### src/rtl/bcdmul_pkg.sv
package bcdmul_pkg;

   // Sequencer phases: idle, conditional accumulate, doubling / reseed
   typedef enum logic [1:0] {
      ST_IDLE = 2'd0,
      ST_ADD  = 2'd1,
      ST_DBL  = 2'd2
   } mul_state_e;

   localparam int NIBBLE     = 4;
   localparam int BITS_PER_D = 4;

endpackage

### src/rtl/bcd_word_add.sv
// Ripple decimal adder over DIGITS packed digits, carry-in zero,
// carry out of the top digit dropped (result is modulo 10^DIGITS).
module bcd_word_add #(
   parameter int DIGITS     = 16,
   parameter int CORR_STYLE = 0
) (
   input  logic [4*DIGITS-1:0] a,
   input  logic [4*DIGITS-1:0] b,
   output logic [4*DIGITS-1:0] sum
);
   localparam int W = 4 * DIGITS;

   generate
      if (CORR_STYLE == 0) begin : g_cmp
         // correction decided by magnitude compare of the raw digit sum
         always_comb begin : chain
            logic       cy;
            logic [4:0] raw;
            cy  = 1'b0;
            sum = '0;
            for (int i = 0; i < DIGITS; i++) begin
               raw = {1'b0, a[4*i +: 4]} + {1'b0, b[4*i +: 4]} + {4'b0000, cy};
               cy  = (raw > 5'd9);
               sum[4*i +: 4] = cy ? (raw[3:0] + 4'd6) : raw[3:0];
            end
         end
      end else begin : g_gate
         // correction decided by a two-level gate term on the raw bits
         always_comb begin : chain
            logic       cy;
            logic [4:0] raw;
            cy  = 1'b0;
            sum = '0;
            for (int i = 0; i < DIGITS; i++) begin
               raw = {1'b0, a[4*i +: 4]} + {1'b0, b[4*i +: 4]} + {4'b0000, cy};
               cy  = raw[4] | (raw[3] & (raw[2] | raw[1]));
               sum[4*i +: 4] = cy ? (raw[3:0] + 4'd6) : raw[3:0];
            end
         end
      end
   endgenerate

   if (W < 4) begin : g_bad_width
      $error("bcd_word_add: DIGITS must be at least 1");
   end

endmodule

### src/rtl/bcdmul_ctrl.sv
// Digit/bit sequencer: walks multiplier digits low to high, bit weights
// 1,2,4,8 within a digit, one adder operation per cycle.
module bcdmul_ctrl
   import bcdmul_pkg::*;
#(
   parameter int DIGITS = 16
) (
   input  logic                clk,
   input  logic                rst_n,
   input  logic                start,
   input  logic [4*DIGITS-1:0] multiplier,
   output logic                busy,
   output logic                done,
   output logic                load,
   output logic                acc_we,
   output logic                dbl_we,
   output logic                reseed,
   output logic                sel_dbl
);
   localparam int W        = 4 * DIGITS;
   localparam int LAST_BIT = BITS_PER_D - 1;

   mul_state_e     state;
   logic [1:0]     bit_idx;
   logic [W-1:0]   rem;
   logic [W-1:0]   rem_next;
   logic [3:0]     cur_nib;
   logic           last_bit;
   logic           more;

   always_comb begin
      rem_next = rem >> NIBBLE;
      more     = |rem_next;
      cur_nib  = rem[3:0];
      last_bit = (bit_idx == 2'(LAST_BIT));
   end

   always_comb begin
      busy    = (state != ST_IDLE);
      load    = (state == ST_IDLE) && start;
      acc_we  = (state == ST_ADD) && cur_nib[bit_idx];
      sel_dbl = (state == ST_DBL);
      dbl_we  = (state == ST_DBL) && !last_bit;
      reseed  = (state == ST_DBL) && last_bit && more;
   end

   always_ff @(posedge clk or negedge rst_n) begin
      if (!rst_n) begin
         state   <= ST_IDLE;
         bit_idx <= '0;
         rem     <= '0;
         done    <= 1'b0;
      end else begin
         done <= 1'b0;
         unique case (state)
            ST_IDLE: begin
               if (start) begin
                  rem     <= multiplier;
                  bit_idx <= '0;
                  if (|multiplier) state <= ST_ADD;
                  else             done  <= 1'b1;
               end
            end
            ST_ADD: begin
               state <= ST_DBL;
            end
            ST_DBL: begin
               if (!last_bit) begin
                  bit_idx <= bit_idx + 2'd1;
                  state   <= ST_ADD;
               end else begin
                  bit_idx <= '0;
                  if (more) begin
                     rem   <= rem_next;
                     state <= ST_ADD;
                  end else begin
                     state <= ST_IDLE;
                     done  <= 1'b1;
                  end
               end
            end
            default: state <= ST_IDLE;
         endcase
      end
   end

endmodule

### src/rtl/bcdmul_data.sv
// Accumulator, scaled multiplicand copy and seed register around the
// single shared decimal adder.
module bcdmul_data #(
   parameter int DIGITS     = 16,
   parameter int CORR_STYLE = 0
) (
   input  logic                clk,
   input  logic                rst_n,
   input  logic [4*DIGITS-1:0] multiplicand,
   input  logic                load,
   input  logic                acc_we,
   input  logic                dbl_we,
   input  logic                reseed,
   input  logic                sel_dbl,
   output logic [4*DIGITS-1:0] product
);
   localparam int W = 4 * DIGITS;

   logic [W-1:0] acc;
   logic [W-1:0] wk;
   logic [W-1:0] seed;
   logic [W-1:0] seed_up;
   logic [W-1:0] op_a;
   logic [W-1:0] sum;

   always_comb begin
      op_a    = sel_dbl ? wk : acc;
      seed_up = seed << bcdmul_pkg::NIBBLE;
   end

   bcd_word_add #(
      .DIGITS     (DIGITS),
      .CORR_STYLE (CORR_STYLE)
   ) u_add (
      .a   (op_a),
      .b   (wk),
      .sum (sum)
   );

   always_ff @(posedge clk or negedge rst_n) begin
      if (!rst_n) begin
         acc  <= '0;
         wk   <= '0;
         seed <= '0;
      end else if (load) begin
         acc  <= '0;
         wk   <= multiplicand;
         seed <= multiplicand;
      end else begin
         if (acc_we) acc <= sum;
         if (dbl_we) wk  <= sum;
         if (reseed) begin
            seed <= seed_up;
            wk   <= seed_up;
         end
      end
   end

   assign product = acc;

endmodule

### src/rtl/bcd_shift_mul.sv
// Multi-cycle packed-decimal multiplier, product truncated to DIGITS digits.
module bcd_shift_mul #(
   parameter int DIGITS     = 16,
   parameter int CORR_STYLE = 0
) (
   input  logic                clk,
   input  logic                rst_n,
   input  logic                start,
   input  logic [4*DIGITS-1:0] multiplicand,
   input  logic [4*DIGITS-1:0] multiplier,
   output logic                busy,
   output logic                done,
   output logic [4*DIGITS-1:0] product
);
   localparam int W = 4 * DIGITS;

   if (DIGITS < 1) begin : g_bad_digits
      $error("bcd_shift_mul: DIGITS must be at least 1");
   end
   if (CORR_STYLE < 0 || CORR_STYLE > 1) begin : g_bad_style
      $error("bcd_shift_mul: CORR_STYLE must be 0 or 1");
   end

   logic load, acc_we, dbl_we, reseed, sel_dbl;

   bcdmul_ctrl #(
      .DIGITS (DIGITS)
   ) u_ctrl (
      .clk        (clk),
      .rst_n      (rst_n),
      .start      (start),
      .multiplier (multiplier),
      .busy       (busy),
      .done       (done),
      .load       (load),
      .acc_we     (acc_we),
      .dbl_we     (dbl_we),
      .reseed     (reseed),
      .sel_dbl    (sel_dbl)
   );

   bcdmul_data #(
      .DIGITS     (DIGITS),
      .CORR_STYLE (CORR_STYLE)
   ) u_data (
      .clk          (clk),
      .rst_n        (rst_n),
      .multiplicand (multiplicand[W-1:0]),
      .load         (load),
      .acc_we       (acc_we),
      .dbl_we       (dbl_we),
      .reseed       (reseed),
      .sel_dbl      (sel_dbl),
      .product      (product)
   );

endmodule

### config.mk
export PLATFORM = sky130hd
export DESIGN_NAME = bcd_shift_mul
export DESIGN_NICKNAME = d
export VERILOG_FILES = /design/src/rtl/bcdmul_pkg.sv /design/src/rtl/bcd_word_add.sv /design/src/rtl/bcdmul_ctrl.sv /design/src/rtl/bcdmul_data.sv /design/src/rtl/bcd_shift_mul.sv
export SDC_FILE = /design/constraint.sdc
export NUM_CORES = 1
export LEC_CHECK = 0
export BUFFER_PORTS_ARGS = -buffer_cell sky130_fd_sc_hd__buf_2
export CORE_ASPECT_RATIO = 0.8
export CORE_MARGIN = 1
export CORE_UTILIZATION = 64
export CTS_CLUSTER_SIZE = 30
export DETAILED_ROUTE_END_ITERATION = 16
export PLACE_DENSITY = 0.87
export SYNTH_ARGS = -nofsm -noshare
export SYNTH_HDL_FRONTEND = slang
export SYNTH_SLANG_ARGS = --single-unit
export TNS_END_PERCENT = 100
### constraint.sdc
create_clock -name clk -period 65.4 [get_ports clk]
set_input_delay 13.08 -clock clk [delete_from_list [all_inputs] [get_ports clk]]
set_output_delay 13.08 -clock clk [all_outputs]
set_load 0.03 [all_outputs]
==> out/qor.yml, run 1 <==
sta:
  period_minus_slack_ns: 28.55
  slew_headroom_pct: 28.3
  slew_violations: 0
  max_freq_mhz: 35.0
  worstMarginPinSlew_ns: 1.08
  rsz0062_at_grt: "no"
  period_share_pct: 43.7
  setup_tns_ns: 0
  finalSetupViolations: 0
  timing.final.hold_violations: 0
  fin_skew_ns: 0.00939
synthesis:
  yosys.area.top_type_share_pct: 41.3
  synth.most_common_cell: "nand2_1"
  ys_seq_area_share_pct: 41.3
  synth_compound_area_share_pct: 18.8
  synth_area_leader_cell: "dfrtp_1"
  ys_ff_latch: 257
  synth_fa_ha_area_share_pct: 9.29
  post_synth_num_cell_types: 55
  post_synth_inst_count: 1863
  synthTopCellsByCount: "nand2_1 (485), dfrtp_1 (257), nor2_1 (139), a31oi_1 (108), o21ai_0 (105)"
  synth_mux_area_share_pct: 1.63
  async_flop_share_pct: 100
  synth.cell_area_um2: 15600
  syn_avg_cell_area_um2: 8.36
  synthXorXnorAreaFrac_pct: 1.74
  yosys-top-cells-area: "dfrtp_1 (41%), nand2_1 (12%), ha_1 (5.3%), a31oi_1 (4.3%), fa_1 (4.0%)"
  synth_edf_count: 0
  synthFlopType: "dfrtp_1"
  synthSimpleGateAreaFrac_pct: 22.6
  ys_warn_count: 0
  synth_top_family_by_area: "simple AND/OR/NAND/NOR gates"
  syn_nets: 2091
clock_tree:
  cts_hold_buf: 0
  cts_tree: "done"
  cts-root-buf: "clkbuf_16"
  numCtsBuffers: 27
  clock_path_buffers: 3
  post_cts_resized: 0
  cts.sinks: 257
  clk-insertion-delay-late_ns: 0.54
  post-cts-setup-buffers: 0
  path_clk_slew_ns: 0.06
  h-tree-depth: 1
setup_path:
  cp-startpoint: "u_ctrl.state[0]"
  worst_path_max_delay_cell: "o311ai_0"
  critical-path-max-stage-delay_ns: 0.76
  endpoint_kind: "flip-flop"
  critical_path_class: "reg -> reg"
  crit_fanout: 74
  arrival_ns: 29.00
  cp.required_ns: 65.85
  start_kind: "flip-flop"
  r2r_start: "u_ctrl.state[0]"
  cp_common_cell: "fa_1"
finish:
  drive_above_1_share_pct: 14.3
  final_nets: 2227
  fillers: 1761
  final_util_pct: 74.3
  syn_to_final_growth_pct: 12.8
  stdcell_count: 2329
  finalInstanceArea_um2: 17600
routing:
  vias: 14700
  ant_nets: 0
  dr.pass1.iters: 7
  drc: 0
  viasPerCell: 6.30
  drtIter0Drc: 1638
  wl_per_cell_um: 19.1
  wl_um: 44500
min_path:
  min_from: "u_data.seed[21]"
  min_path_type: "reg -> reg"
floorplan:
  die_h_um: 142
  dieWidth_um: 176
  core-area_um2: 23600
  io_pins: 197
  row_count: 50
  start_util_pct: 65.9
  dieArea_um2: 25000
place:
  placed_area_um2: 16700
  placedCellCount: 2282
  dp_hpwl_um: 30300
  place_congestion: 0.947
  io_buffers: 196
grt:
  grt_max_degree: 126
  track_usage_pct: 36.2
  overflow: 0
  antenna_found_initial: 1
  grt_pass1_wl_um: 72200
  grt_pass1_vias: 14200
power_and_ir_drop:
  cellPowerDensity_nw_per_um2: 18.3
  leakage_nw: 8.41
  power_mw: 0.322
  ir_worst_vdd_v: 0.0000201
run:
  cap_violations: 0
run_status:
  outcome: "completed"
[worst max-delay path: cells and delay by family (launching register included)]
family	cells	cell delay, ns
buf+inv	17	1.85
flops	1	0.42
compound gates	20	8.39
xor+xnor	16	4.64
fa+ha+maj	31	10.88
simple gates	17	2.22
[worst paths after layout]
check                                endpoint  slack, ns  cells after the start
max in group asynchronous     u_data.seed[21]      50.55                      3
setup reg to reg           u_data.product[62]      36.85                    101
setup / recovery           u_data.product[62]      36.85                    101
hold reg to reg               u_data.seed[21]       0.48                      2
hold / removal                u_data.seed[21]       0.48                      2
min in group asynchronous  u_data.product[47]      12.61                      1
[through the flow]
| stage | setup WS (ns) | hold slack, ns |
|---|---|---|
| global route | 34.69 | 0.500 |
| CTS | 37.14 | 0.475 |
| floorplan | 40.00 | 0.438 |
| finish | 36.85 | 0.477 |
| detailed placement | 37.31 | 0.460 |
| global placement | 38.59 | 0.455 |
[report_power, final]
| part | internal, mW | switching [mW] | total (mW) |
|---|---|---|---|
| logic | 0.00309 | 0.00561 | 0.00871 |
| registers | 0.159 | 0 | 0.159 |
| clock network | 0.0899 | 0.0642 | 0.154 |
[layout by cell type (no fill, tap or decap), types with 26 or more instances in the layout]
cell type,n
a21oi_1,56
a22oi_1,51
dfrtp_1,257
nor2_1,138
clkbuf_16,27
buf_2,195
ha_1,66
nand2_1,484
fa_1,31
nor2b_1,26
nand2b_1,28
o311ai_0,33
nand3_1,47
o21ai_0,105
a31oi_1,108
nor4_1,34
inv_1,83
[metal layers]
metal	GRT usage, %	vias to the layer above	wire (um)
met5	0	-	0
met4	12.6	0	1470
met3	5.36	105	4640
met2	56.5	821	20000
met1	51.9	6995	18400
li1	-	6754	-
[area by class of cell]
class	instances	area, um^2	share of cell area, %
clock inverters	7	87.6	0.499
well taps	312	390	2.22
flip-flops and latches	257	6430	36.6
clock buffers	39	781	4.44
inverters	83	312	1.77
diodes	1	2.50	0.0142
multi-input cells	1419	8460	48.2
repair buffers	211	1100	6.28
[cells by family after synthesis]
kind of cell / after synthesis
AOI/OAI and AO/OA: 449
xor gates and xnor gates: 31
adders and majority gates: 97
buffers and inverters: 187
DFF: 257
muxes: 25
and+or+nand+nor: 817
[registers in the layout (all words and copies together) (netlist names)]
signal          count
u_ctrl.bit_idx      2
u_ctrl.done         1
u_ctrl.rem         64
u_ctrl.state        2
u_data.product     64
u_data.seed        60
u_data.wk          64
(Power assumes the default switching activity.)
==> run 2, diff against run 1 <==
--- a/config.mk
+++ b/config.mk
@@ -5,13 +5,14 @@
 export SDC_FILE = /design/constraint.sdc
 export NUM_CORES = 1
 export LEC_CHECK = 0
+export ABC_AREA = 1
 export BUFFER_PORTS_ARGS = -buffer_cell sky130_fd_sc_hd__buf_2
 export CORE_ASPECT_RATIO = 0.8
 export CORE_MARGIN = 1
-export CORE_UTILIZATION = 64
+export CORE_UTILIZATION = 60
 export CTS_CLUSTER_SIZE = 30
 export DETAILED_ROUTE_END_ITERATION = 16
-export PLACE_DENSITY = 0.87
+export PLACE_DENSITY = 0.82
 export SYNTH_ARGS = -nofsm -noshare
 export SYNTH_HDL_FRONTEND = slang
 export SYNTH_SLANG_ARGS = --single-unit
==> constraint.sdc (replaced) <==
create_clock -name clk -period 26.8 [get_ports clk]
set_input_delay 5.36 -clock clk [delete_from_list [all_inputs] [get_ports clk]]
set_output_delay 5.36 -clock clk [all_outputs]
set_load 0.03 [all_outputs]
==> run 2 against run 1 <==
  * Flip-flop and latch count did not move
  * Register-to-register slack got worse by 34 ns
  * Largest cell class unchanged
  * Synthesized area rose by 4.6%
  * Highest routed layer unchanged
==> out/qor.yml, run 2 <==
synthesis:
  ys_warn_count: 0  # unchanged
  ys_seq_area_share_pct: 39.5  # -1.8 points
  yosys.area.top_type_share_pct: 39.5  # -1.8 points
  synthXorXnorAreaFrac_pct: 0.430  # -1.3 points
  synthTopCellsByCount: "nand2_1 (728), inv_1 (336), dfrtp_1 (257), o21ai_0 (224), nand3_1 (171)"
  synth_edf_count: 0  # unchanged
  synth_top_family_by_area: "simple AND/OR/NAND/NOR gates"
  post_synth_inst_count: 2253  # +21%
  ys_ff_latch: 257  # unchanged
  synth_fa_ha_area_share_pct: 8.88  # -0.41 points
  synth.cell_area_um2: 16300  # +4.6%
  synthSimpleGateAreaFrac_pct: 27.7  # +5.2 points
  synthFlopType: "dfrtp_1"
  post_synth_num_cell_types: 35  # -36%
  synth_compound_area_share_pct: 12.8  # -5.9 points
  synth_mux_area_share_pct: 0  # -1.6 points
  syn_nets: 2481  # +19%
  syn_avg_cell_area_um2: 7.23  # -13%
  synth.most_common_cell: "nand2_1"
  async_flop_share_pct: 100  # unchanged
  synth_area_leader_cell: "dfrtp_1"
  yosys-top-cells-area: "dfrtp_1 (39%), nand2_1 (17%), inv_1 (7.7%), o21ai_0 (6.9%), nand3_1 (5.3%)"
grt:
  antenna_found_initial: 0  # -1
  grt.met1_usage_pct: 44.9  # -7.0 points
  grt_max_degree: 127  # +0.79%
  grtUsageMet2_pct: 51.4  # -5.1 points
  grt_pass1_wl_um: 71700  # -0.71%
  grtUsageMet3_pct: 6.15  # +0.79 points
  track_usage_pct: 32.5  # -3.8 points
  top_usage_layer: "met2"
  overflow: 0  # unchanged
  grt_pass1_vias: 14600  # +2.8%
setup_path:
  r2r-end: "u_data.wk[63]"
  critical_path_class: "reg -> reg"
  critical-path-max-stage-delay_ns: 0.72  # -0.04 ns
  cp_common_cell: "fa_1"
  crit_fanout: 55  # -26%
  r2r_start: "u_ctrl.state[1]"
  worst_path_max_delay_cell: "nor2_4"
  cp.required_ns: 27.27  # -38.58 ns
  start_kind: "flip-flop"
  reg2reg_slack_ns: 2.40  # -34.45 ns
  reg2regPathDepth: 122  # +21%
  cp-startpoint: "u_ctrl.state[1]"
  endpoint_kind: "flip-flop"
  arrival_ns: 24.87  # -4.13 ns
floorplan:
  core-area_um2: 26500  # +12%
  io_pins: 197  # unchanged
  die_h_um: 149  # +5.6%
  dieWidth_um: 186  # +5.6%
  row_count: 53  # +6.0%
  start_util_pct: 61.6  # -4.3 points
  dieArea_um2: 27800  # +11%
routing:
  wl_um: 44000  # -1.2%
  wl_per_cell_um: 15.9  # -17%
  drtIter0Drc: 1310  # -20%
  drc: 0  # unchanged
  ant_nets: 0  # unchanged
  viasPerCell: 5.54  # -12%
  vias: 15300  # +4.4%
  dr.pass1.iters: 6  # -1
sta:
  max_freq_mhz: 41.0  # +17%
  slew_headroom_pct: 21.5  # -6.8 points
  period_minus_slack_ns: 24.40  # -4.15 ns
  fin_skew_ns: 0.0263  # +0.0169 ns
  slew_violations: 0  # unchanged
  setup_tns_ns: 0  # unchanged
  finalSetupViolations: 0  # unchanged
  worstMarginPinSlew_ns: 1.18  # +0.103 ns
  rsz0062_at_grt: "no"
  timing.final.hold_violations: 0  # unchanged
  period_share_pct: 91.1  # +47 points
clock_tree:
  numCtsBuffers: 28  # +3.7%
  cts.sinks: 257  # unchanged
  cts-root-buf: "clkbuf_16"
  h-tree-depth: 1  # unchanged
  clock_path_buffers: 3  # unchanged
  cts_hold_buf: 0  # unchanged
  post-cts-setup-buffers: 0  # unchanged
  path_clk_slew_ns: 0.06  # about the same
  cts_tree: "done"
  clk-insertion-delay-late_ns: 0.56  # +0.02 ns
  post_cts_resized: 0  # unchanged
finish:
  insertedDiodeCount: 0  # -1
  layout_common_cells: "nand2_1 (725), inv_1 (334), dfrtp_1 (257)"
  layout_commonest_cell: "nand2_1"
  final_nets: 2617  # +18%
  drive_above_1_share_pct: 11.7  # -2.6 points
  syn_to_final_growth_pct: 12.6
run_status:
  outcome: "completed"
min_path:
  min_path_type: "reg -> reg"
  hold_depth: 2  # unchanged
  min_from: "u_data.seed[0]"
  hold_end: "u_data.seed[0]"
run:
  cap_violations: 0  # unchanged
place:
  place_congestion: 0.927  # -2.1%
  io_buffers: 196  # unchanged
  dp_hpwl_um: 29500  # -2.8%
==> run 2: how the worst max path moves through the flow <==
stage	end	slack (ns)
final	u_data.wk[63]	2.40
after global routing	u_data.wk[63]	0.19
after CTS	u_data.wk[63]	2.63
after detailed placement	u_data.wk[63]	2.72
after global placement	u_data.wk[63]	3.84
after floorplan	u_data.wk[61]	5.53
==> run 2: logic make-up after synthesis <==
kind of cell / count (synthesis)
XOR/XNOR: 8
flip-flops: 257
AND/OR/NAND/NOR: 1079
AO/OA/AOI/OAI: 371
adder cells (fa/ha/maj): 97
buffers and inverters: 441
==> run 2: metrics by stage <==
step	hold slack (ns)	util (%)	worst slack [ns]	instances	instance area (um^2)
2_1_floorplan	0.435	-	5.53	2253	16300
3_3_place_gp	0.455	65.7	3.84	2716	17400
3_5_place_dp	0.463	65.7	2.72	2716	17400
4_1_cts	0.471	69.4	2.63	2764	18400
5_1_grt	0.496	69.4	0.187	2764	18400
6_report	0.472	69.4	2.40	2764	18400
==> run 2: final cells by class <==
| class | count | area, um^2 |
|---|---|---|
| clock inverter | 4 | 98.8 |
| timing repair buffer | 209 | 1090 |
| inverter | 338 | 1270 |
| sequential | 257 | 6430 |
| fill | 2194 | 8100 |
| multi-input combinational | 1555 | 8160 |
| tap | 357 | 447 |
| clock buffer | 44 | 862 |
==> run 2: routing by layer <==
layer | vias to the layer above | wire length, um
li1 | 7450 | -
met1 | 7098 | 19200
met2 | 671 | 19600
met3 | 106 | 3910
met4 | 0 | 1250
met5 | - | 0
==> run 2: critical path: cells and delay by family (launching register included) <==
family	cells	cell delay, ns
xor+xnor	6	1.49
compound gates	1	0.15
simple gates	63	9.79
flops	1	0.37
fa+ha+maj	33	10.69
buf+inv	19	1.85
Power of run 2 is not shown: default switching activity piles up to over one toggle a cycle in this logic, so the estimate is an artifact.
